**src/rtl/zv_sw_pkg.sv**
```systemverilog
package zv_sw_pkg;

    localparam int LUMA_W   = 8;
    localparam int CHROMA_W = 8;

    // Bit 0 upward: luma, chroma, href, vsync, pclk, sclk, mclk, lrclk, sdata
    typedef struct packed {
        logic                sdata;
        logic                lrclk;
        logic                mclk;
        logic                sclk;
        logic                pclk;
        logic                vsync;
        logic                href;
        logic [CHROMA_W-1:0] chroma;
        logic [LUMA_W-1:0]   luma;
    } zv_bus_t;

    localparam int BUS_W = $bits(zv_bus_t);

    typedef enum logic [1:0] {
        SRC_NONE = 2'd0,
        SRC_A    = 2'd1,
        SRC_B    = 2'd2,
        SRC_C    = 2'd3
    } zv_src_e;

    typedef struct packed {
        logic c_first;       // C outranks the A/B pair
        logic idle_release;  // idle bus is released rather than driven low
    } zv_strap_t;

    function automatic zv_src_e zv_pick(
        input logic ab_act,
        input logic pick_a,
        input logic c_ok,
        input logic oe_n,
        input logic c_first
    );
        zv_src_e ab_src;
        zv_src_e res;
        ab_src = pick_a ? SRC_A : SRC_B;
        res    = SRC_NONE;
        if (!oe_n) begin
            if (c_first) begin
                if (c_ok)        res = SRC_C;
                else if (ab_act) res = ab_src;
            end else begin
                if (ab_act)      res = ab_src;
                else if (c_ok)   res = SRC_C;
            end
        end
        return res;
    endfunction

endpackage

```
**src/rtl/zv_strap_latch.sv**
```systemverilog
module zv_strap_latch
    import zv_sw_pkg::*;
(
    input  logic      clk,
    input  logic      rst_n,
    input  logic      pin_idle,
    input  logic      pin_prec,
    output zv_strap_t strap
);

    zv_strap_t strap_q;

    // Sample the pins on every edge inside reset, freeze afterwards
    always_ff @(posedge clk) begin
        if (!rst_n) begin
            strap_q.idle_release <= pin_idle;
            strap_q.c_first      <= pin_prec;
        end
    end

    assign strap = strap_q;

    assert_strap_hold_R9: assert property (@(posedge clk) disable iff (!rst_n)
        $past(rst_n) |-> ($stable(strap_q.c_first) && $stable(strap_q.idle_release)));

endmodule

```
**src/rtl/zv_arbiter.sv**
```systemverilog
module zv_arbiter
    import zv_sw_pkg::*;
(
    input  logic      ab_active,
    input  logic      ab_pick_a,
    input  logic      c_valid,
    input  logic      out_en_n,
    input  zv_strap_t strap,
    output zv_src_e   sel
);

    always_comb begin
        sel = zv_pick(ab_active, ab_pick_a, c_valid, out_en_n, strap.c_first);
    end

endmodule

```
**src/rtl/zv_drive_stage.sv**
```systemverilog
module zv_drive_stage
    import zv_sw_pkg::*;
(
    input  logic    rst_n,
    input  zv_src_e sel,
    input  logic    idle_release,
    input  zv_bus_t bus_a,
    input  zv_bus_t bus_b,
    input  zv_bus_t bus_c,
    output zv_bus_t bus_o,
    output logic    drive,
    output logic    busy
);

    zv_bus_t picked;

    always_comb begin
        unique case (sel)
            SRC_A:   picked = bus_a;
            SRC_B:   picked = bus_b;
            SRC_C:   picked = bus_c;
            default: picked = '0;
        endcase
    end

    always_comb begin
        if (!rst_n) begin
            bus_o = '0;
            drive = 1'b0;
            busy  = 1'b0;
        end else if (sel != SRC_NONE) begin
            bus_o = picked;
            drive = 1'b1;
            busy  = 1'b1;
        end else begin
            bus_o = '0;
            drive = !idle_release;
            busy  = 1'b0;
        end
    end

endmodule

```
**src/rtl/zv_switch3.sv**
```systemverilog
module zv_switch3
    import zv_sw_pkg::*;
(
    input  logic             clk,
    input  logic             rst_n,
    input  logic [BUS_W-1:0] src_a,
    input  logic [BUS_W-1:0] src_b,
    input  logic [BUS_W-1:0] src_c,
    input  logic             ab_active,
    input  logic             ab_pick_a,
    input  logic             c_valid,
    input  logic             out_en_n,
    output logic [BUS_W-1:0] zv_out,
    output logic             zv_drive,
    output logic             zv_busy
);

    zv_strap_t strap;
    zv_src_e   sel;
    zv_bus_t   bus_o;

    zv_strap_latch u_strap (
        .clk      (clk),
        .rst_n    (rst_n),
        .pin_idle (ab_active),
        .pin_prec (ab_pick_a),
        .strap    (strap)
    );

    zv_arbiter u_arb (
        .ab_active (ab_active),
        .ab_pick_a (ab_pick_a),
        .c_valid   (c_valid),
        .out_en_n  (out_en_n),
        .strap     (strap),
        .sel       (sel)
    );

    zv_drive_stage u_out (
        .rst_n        (rst_n),
        .sel          (sel),
        .idle_release (strap.idle_release),
        .bus_a        (zv_bus_t'(src_a)),
        .bus_b        (zv_bus_t'(src_b)),
        .bus_c        (zv_bus_t'(src_c)),
        .bus_o        (bus_o),
        .drive        (zv_drive),
        .busy         (zv_busy)
    );

    assign zv_out = bus_o;

    assert_reset_quiet_R7: assert property (@(posedge clk)
        !rst_n |-> (!zv_drive && !zv_busy && zv_out == '0));

    assert_busy_drives_R8: assert property (@(posedge clk) disable iff (!rst_n)
        zv_busy |-> zv_drive);

    assert_oe_idle_R5: assert property (@(posedge clk) disable iff (!rst_n)
        out_en_n |-> !zv_busy);

    assert_idle_low_R6: assert property (@(posedge clk) disable iff (!rst_n)
        (!zv_busy && zv_drive) |-> (zv_out == '0));

    assert_pick_ignored_R2: assert property (@(posedge clk) disable iff (!rst_n)
        (!ab_active && !out_en_n && c_valid) |-> (zv_out == src_c));

    assert_c_first_R3: assert property (@(posedge clk) disable iff (!rst_n)
        (strap.c_first && c_valid && !out_en_n) |-> (zv_out == src_c && zv_busy));

    assert_ab_first_R4: assert property (@(posedge clk) disable iff (!rst_n)
        (!strap.c_first && ab_active && ab_pick_a && !out_en_n) |-> (zv_out == src_a && zv_busy));

endmodule

```
**config.mk**
```make
export PLATFORM = sky130hd
export DESIGN_NAME = zv_switch3
export DESIGN_NICKNAME = d
export VERILOG_FILES = /design/src/rtl/zv_sw_pkg.sv /design/src/rtl/zv_strap_latch.sv /design/src/rtl/zv_arbiter.sv /design/src/rtl/zv_drive_stage.sv /design/src/rtl/zv_switch3.sv
export SDC_FILE = /design/constraint.sdc
export NUM_CORES = 1
export LEC_CHECK = 0
export ABC_AREA = 1
export BUFFER_PORTS_ARGS = -buffer_cell sky130_fd_sc_hd__buf_2
export CAP_MARGIN = 20
export CELL_PAD_IN_SITES_DETAIL_PLACEMENT = 1
export CELL_PAD_IN_SITES_GLOBAL_PLACEMENT = 1
export CORE_UTILIZATION = 22
export DETAILED_ROUTE_END_ITERATION = 8
export PLACE_DENSITY_LB_ADDON = 0.1
export SYNTH_ARGS = -nofsm -noshare
export SYNTH_HDL_FRONTEND = slang
export SYNTH_SLANG_ARGS = --single-unit
```
**constraint.sdc**
```tcl
create_clock -name clk -period 1.7 [get_ports clk]
set_input_delay 0.34 -clock clk [delete_from_list [all_inputs] [get_ports clk]]
set_output_delay 0.34 -clock clk [all_outputs]
set_load 0.01 [all_outputs]
```
# After elaboration in Yosys (flattened, before gate mapping)
# Cells that the tools add are included.
dict set report word_totals {
  register_bits 2
  inputBits 75
  output_inout_bits 25
  elab_cells 21
}
dict set report op_classes {
  eq_ne 3
  muxes 14
  n_reduce_logical 2
}
# operator n
set op_table {}
lappend op_table {{$pmux W23 S3} 1}
lappend op_table {{$mux W23} 2}
lappend op_table {{$mux W2} 7}
lappend op_table {{$eq A2 B2 Y1 const B} 2}
lappend op_table {{$mux W1} 4}
lappend op_table {{$eq A2 B1 Y1 const B} 1}
lappend op_table {{$reduce_bool A2 Y1} 1}
lappend op_table {{$logic_not A1 Y1} 1}

# Depth between registers and ports, before layout
# Gate-level depths: netlist (run 1).
dict set report depth {
  depth_word 9
  depth_mapped 9
  depth_no_buf 8
}

# Cells and area by module
# Synthesis (run 1) repeated with hierarchy kept, for this count alone.
dict set report hier_totals {
  hier_cells 170
  area_unflattened_um2 890.9
}
# mod n_inst cells_per_inst area_per_inst_um2 seq_area_each_um2
set by_module_without_submodules {}
lappend by_module_without_submodules {zv_drive_stage 1 159 794.5 0.0}
lappend by_module_without_submodules {zv_strap_latch 1 3 63.8 60.1}
lappend by_module_without_submodules {zv_arbiter 1 8 32.5 0.0}

# Worst setup path before layout (run 1)
# No wires, ideal clock.
dict set report synth_path {
  path_type {register to output}
  from {reg u_strap.strap_q, in the netlist u_strap.strap[1]}
  to {out zv_out[4]}
  arrival_ns 1.135
  required_ns 1.360
  setup_slack_ns 0.225
  stages_incl_launch_ff 9
  path_cell_list {edfxtp_1 > inv_1 > nand2_2 > a21oi_4 > buf_4 > nand4_1 > nand3_1 > nand2_1 > inv_1}
}
dict set report synth_between {
  elab_chain_cells 6
}
# item line_no
set synth_lines {}
lappend synth_lines {{start, declared} zv_strap_latch.sv:11} ;# zv_strap_t strap_q;
lappend synth_lines {{$mux W2 (*)} zv_sw_pkg.sv:45} ;# if (c_first) begin
lappend synth_lines {{$mux W2 (*)} zv_sw_pkg.sv:44} ;# if (!oe_n) begin
lappend synth_lines {{$eq A2 B2 Y1 or $eq A2 B1 Y1 (tied branches)} zv_drive_stage.sv:18} ;# unique case (sel)
lappend synth_lines {{$pmux W23 S3} zv_drive_stage.sv:18}
lappend synth_lines {{$mux W23 (*)} zv_drive_stage.sv:31} ;# end else if (sel != SRC_NONE) begin
lappend synth_lines {{$mux W23 (*)} zv_drive_stage.sv:27} ;# if (!rst_n) begin
lappend synth_lines {{end, declared} zv_switch3.sv:13} ;# output logic [BUS_W-1:0] zv_out,
# Every way passes the cells marked *; elsewhere a longest branch is shown, timed or not.

# Worst setup path after layout (run 1)
dict set report layout_path {
  from {reg u_strap.strap_q, in the netlist u_strap.strap[1]}
  to {out zv_out[21]}
}
# The elaborated chain is that of the path after synthesis.

==> results of run 1 <==
## final timing paths
check | from | endpoint | slack [ps] | cells past startpoint
setup / recovery | u_strap.strap[1]$_DFFE_PN_ | zv_out[21] | -180 | 10
hold / removal | ab_pick_a | u_strap.strap[1]$_DFFE_PN_ | 360 | 1
## repair_timing
action / 4_1_cts / 5_1_grt
setup buffers: 2 / 0
pin swaps: 13 / 8
setup endpoints to repair: 25 / 25
cloned: 2 / 0
resized for setup: 9 / 5
## power groups by stage
stage / Clock [W] / Combinational [W] / Sequential, W
finish: 0.000189 / 0.000497 / 0.0000604
global route: 0.000198 / 0.000548 / 0.0000608
floorplan: 0 / 0.000256 / 0.0000602
CTS: 0.000195 / 0.000496 / 0.0000604
detailed placement: 0 / 0.000459 / 0.0000605
global placement: 0 / 0.000460 / 0.0000603
## metrics by stage
stage | setup slack, ps | util (%) | hold slack [ps]
2_1_floorplan | 225 | - | 439
3_3_place_gp | -42.0 | 35.8 | 566
3_5_place_dp | -66.9 | 35.8 | 573
4_1_cts | -225 | 38.2 | 358
5_1_grt | -335 | 38.7 | 369
6_report | -180 | 38.7 | 362
## cells in the mapped netlist
cell type / count / area [um^2]
buf_4: 4 / 30.0
inv_1: 29 / 109
nand4_1: 69 / 432
o21ai_0: 1 / 5.00
a21oi_1: 1 / 5.00
buf_6: 8 / 90.1
clkbuf_1: 1 / 3.75
nor2_1: 1 / 3.75
nand2_4: 3 / 33.8
buf_2: 9 / 45.0
a21oi_4: 2 / 32.5
clkinv_1: 1 / 3.75
nand3_1: 23 / 115
nand2_2: 1 / 6.26
nand2_1: 26 / 97.6
edfxtp_1: 2 / 60.1
## routing by layer
layer / vias up / GRT usage [%] / routed length (um)
met4: 0 / 2.61 / 0
met3: 0 / 2.53 / 273
met5: - / 0 / 0
met1: 756 / 22.4 / 2020
li1: 864 / - / -
met2: 57 / 34.1 / 2330
## logic make-up (layout without fill, tap and decap cells)
group                  after synthesis  after routing  share of synthesized area [%]
and+or+nand+nor                    123            123                           64.2
buffers and inverters               52            151                           26.3
AOI/OAI and AO/OA                    4              4                           3.97
DFF                                  2              2                           5.60
## layout make-up
| class | count | area, um^2 | area share (%) |
|---|---|---|---|
| repair buffers | 118 | 800 | 44.0 |
| flip-flops and latches | 2 | 60.1 | 3.31 |
| well taps | 54 | 67.6 | 3.72 |
| clock buffers | 3 | 41.3 | 2.27 |
| multi-input cells | 127 | 736 | 40.5 |
| inverters | 30 | 113 | 6.20 |
==> metrics, run 1 <==
status=finished, violations left; violated checks=setup timing; I/O pin cnt=100; #FFs+latches synth=2; clk root buf=clkbuf_8; Core Region=4690 um^2; deepest clock path buffer count=2; crit end category=primary output; WP buf/inv=5; Seq pwr share=8.1%; worst slew pin tran=253 ps; CP Cell Sequence=inv_2 -> nand2_4 -> a21oi_4 -> buf_6 -> buf_12 -> nand4_1 -> nand3_1 -> nand2_1 -> inv_1 -> buf_2; Design Power=0.000747 W; GP Congestion=0.764; hpwl dp=3460 um; most frequent cells in the layout=buf_2 (96), nand4_1 (69), inv_1 (27); Distinct cells, synth=16; global-route wire length before repair=7710 um; CP max stage cell=edfxtp_1; critical path's largest stage delay=370 ps; WL/cell=13.8 um; Net Sw Frac=39.8%; Rows=25; Hold Path Class=input port to flip-flop; WP data required=1360 ps; critical path data arrival time=1540 ps; share of cells above drive strength 1=46.4%; final wirelength=4620 um; Gate power share=66.5%; leakage power=1.10 nW; syn_nets=256; most common cell after layout, fill and taps aside=buf_2; P_int=0.000449 W; Setup CP Type=flip-flop to primary output; PwrDens=411 nW/um^2; TritonCTS Buffers=3; H-tree levels=1; vias in the first global route=1664; DRC=0; Worst Setup Start Kind=flip-flop; clock sink count=2; DR pass1 iterations=4; period utilisation layout=111%; Clock transition at path regs=30 ps; die area=5160 um^2; Overflow after GRT=0; Fmax achieved=532 MHz; Hold Vio Cnt, Final=0; CTS Hold Bufs=0; CTS tree=yes; vias per cell=5.02; VDD IR max=0.160 mV; Slew HR=83.1%; Die Y-Extent=71.8 um; # setup viols final=25; fin worst setup slack=-180 ps; number of antenna diodes=0; Starting Density=22.9%; setup TNS=-3830 ps; max cap viols=0; Placed Area=1680 um^2; initial antenna violation count=0; Pins Over Slew Limit=0; RSZ-0062 raised after global routing=true; Syn Std Cell Area=1070 um^2; Area Growth Syn to Fin=69.4%; post-synthesis cell count=181; largest net degree at the start of global routing=37; Avg Cell Area, Syn=5.92 um^2; Final min period=1880 ps; CP Max Fanout=8; Die X=71.8 um; post-route ant nets=0; Largest register FFs=2; Total GRT Usage=18.2%; clock share of power=25.4%; post-layout net count=357; Switch Pwr=0.000297 W; port buffer count=99; sequential element share of the synthesized area=5.60%; fin area=1820 um^2; Post-Place Cells=327; Layout Cells excl Fill=334; YS warnings=0; fillers=640; Top delay family on crit path=buffers and inverters; Vias=1677; number of DRC markers in iteration 0=58
(Power assumes the default switching activity.)
==> inputs of run 2 (changes only) <==
--- a/config.mk
+++ b/config.mk
@@ -10,9 +10,10 @@
 export CAP_MARGIN = 20
 export CELL_PAD_IN_SITES_DETAIL_PLACEMENT = 1
 export CELL_PAD_IN_SITES_GLOBAL_PLACEMENT = 1
-export CORE_UTILIZATION = 22
+export CORE_UTILIZATION = 24
 export DETAILED_ROUTE_END_ITERATION = 8
 export PLACE_DENSITY_LB_ADDON = 0.1
+export SKIP_LAST_GASP = 1
 export SYNTH_ARGS = -nofsm -noshare
 export SYNTH_HDL_FRONTEND = slang
 export SYNTH_SLANG_ARGS = --single-unit
==> constraint.sdc (replaced) <==
create_clock -name clk -period 2.2 [get_ports clk]
set_input_delay 0.44 -clock clk [delete_from_list [all_inputs] [get_ports clk]]
set_output_delay 0.44 -clock clk [all_outputs]
set_load 0.01 [all_outputs]
==> run 2 against run 1 <==
Against the previous run:
- the flow now finishes without violations
- total power down 28%
- utilization up 1.6 points
- sequential power down 23%
- design area down 8.1%
- non-clock buffer count down 10
- clock power down 21%
- sequential cell count unchanged
- die area down 8.1%
- via count down 1.3%
- critical endpoint is now zv_out[4]
- largest cell class is now multi-input gates
- largest power group unchanged
- highest routed layer is now met4
==> metrics, run 2 (same netlist as run 1, synthesis figures left out) <==
status=finished, final reports clean; Area Growth Syn to Fin=55.8%; vias per cell=5.17 (+3.0%); RSZ-0062 raised after global routing=false; Pins Over Slew Limit=0 (unchanged); # resized after CTS=0 (-9); Vias=1655 (-1.3%); DRC=0 (unchanged); Overflow after GRT=0 (unchanged); Core Region=4140 um^2 (-12%); DP Worst Slack=225 ps (+292 ps); crit end category=primary output; Starting Density=25.9% (+3.0 points); Rows=23 (-8.0%); WP data required=1760 ps (+400 ps); deepest clock path buffer count=2 (unchanged); largest net degree at the start of global routing=37 (unchanged); area of the multi-input gates=731 um^2 (-0.68%); TritonCTS Buffers=3 (unchanged); DR pass1 iterations=4 (unchanged); critical path data arrival time=1530 ps (about the same); GP Congestion=0.767 (+0.35%); Die X=68.8 um (-4.1%); Hold Vio Cnt, Final=0 (unchanged); # setup viols final=0 (-100%); initial antenna violation count=0 (unchanged); PwrDens=321 nW/um^2 (-22%); post-layout net count=347 (-2.8%); post-route ant nets=0 (unchanged); fin worst setup slack=233 ps (+413 ps); most frequent cells in the layout=buf_2 (99), nand4_1 (69), inv_1 (29); CTS tree=yes; Fmax achieved=508 MHz; global-route wire length before repair=6720 um (-13%); vias in the first global route=1463 (-12%); Hold Path Class=input port to flip-flop; Crit. Startpoint=u_strap.strap[1]$_DFFE_PN_; Post-CTS Setup Repair Bufs=0 (-2); most common cell after layout, fill and taps aside=buf_2; Final min period=1970 ps; die area=4740 um^2 (-8.1%); HP Start=ab_pick_a; number of antenna diodes=0 (unchanged); clk root buf=clkbuf_8; Reg area=60.1 um^2 (unchanged); CP Max Fanout=24 (+16); Setup CP Type=flip-flop to primary output; Worst Setup Start Kind=flip-flop; worst slew pin tran=272 ps (+19.3 ps); final wirelength=4390 um (-5.0%); Total GRT Usage=18.6% (+0.36 points); WL/cell=13.7 um (-0.87%); Largest register FFs=2 (unchanged); Clock transition at path regs=30 ps (about the same); H-tree levels=1 (unchanged); Hold Path Cell Cnt=1 (unchanged); fillers=588 (-8.1%); I/O pin cnt=100 (unchanged); max cap viols=0 (unchanged); period utilisation layout=89.4%; VDD IR max=0.299 mV (+86%); number of DRC markers in iteration 0=86 (+48%); CTS Hold Bufs=0 (unchanged); hpwl dp=3150 um (-9.0%); Slew HR=81.8% (-1.3 points); share of cells above drive strength 1=43.7% (-2.7 points); setup TNS=0 ps (+3830 ps); WHS Endpoint=u_strap.strap[1]$_DFFE_PN_; leakage power=1.04 nW (-6.1%); port buffer count=99 (unchanged); clock sink count=2 (unchanged); Die Y-Extent=68.8 um (-4.1%)
## run 2: area by class of cell
| type | instances | area share (%) |
|---|---|---|
| tap | 50 | 3.75 |
| timing repair buffer | 108 | 39.7 |
| multi-input combinational | 127 | 43.7 |
| inverter | 30 | 6.74 |
| sequential | 2 | 3.60 |
| clock buffer | 3 | 2.47 |
## run 2: power breakdown
part           leakage, nW   total, W  internal [W]  switching, W
combinational        0.996   0.000340      0.000153      0.000187
clock               0.0216   0.000150      0.000116     0.0000343
sequential          0.0196  0.0000463     0.0000456   0.000000697
total                 1.04   0.000536      0.000314      0.000222
## run 2: how the worst max path moves through the flow
stage,to,depth (start not counted),slack [ps]
6_report,zv_out[4],9,230
5_1_grt,zv_out[11],9,70
4_1_cts,zv_out[8],10,230
3_5_place_dp,zv_out[8],10,220
3_3_place_gp,zv_out[8],10,260
2_1_floorplan,zv_out[10],8,530
## run 2: critical path, stage by stage (launching register included)
cell      delay (ps)
edfxtp_1         350
inv_1             70
nand2_2          110
a21oi_4          160
buf_12           170
nand4_1          100
nand3_1           90
nand2_1           50
inv_1             70
buf_2            120
## run 2: stage by stage
step	cell area (um^2)	cells	hold WS, ps	utilization (%)	total power [W]
final	1670	320	447	40.3	0.000536
after global routing	1670	320	444	40.3	0.000584
after CTS	1670	320	438	40.3	0.000547
after detailed placement	1630	317	668	39.3	0.000389
after global placement	1630	317	668	39.3	0.000388
after floorplan	1070	181	539	-	0.000244
## run 2: layer usage
layer / global-route usage, % / up-vias / routed length (um)
li1: - / 841 / -
met1: 23.5 / 752 / 2010
met2: 31.3 / 60 / 2030
met3: 3.78 / 2 / 336
met4: 5.36 / 0 / 16
met5: 0 / - / 0
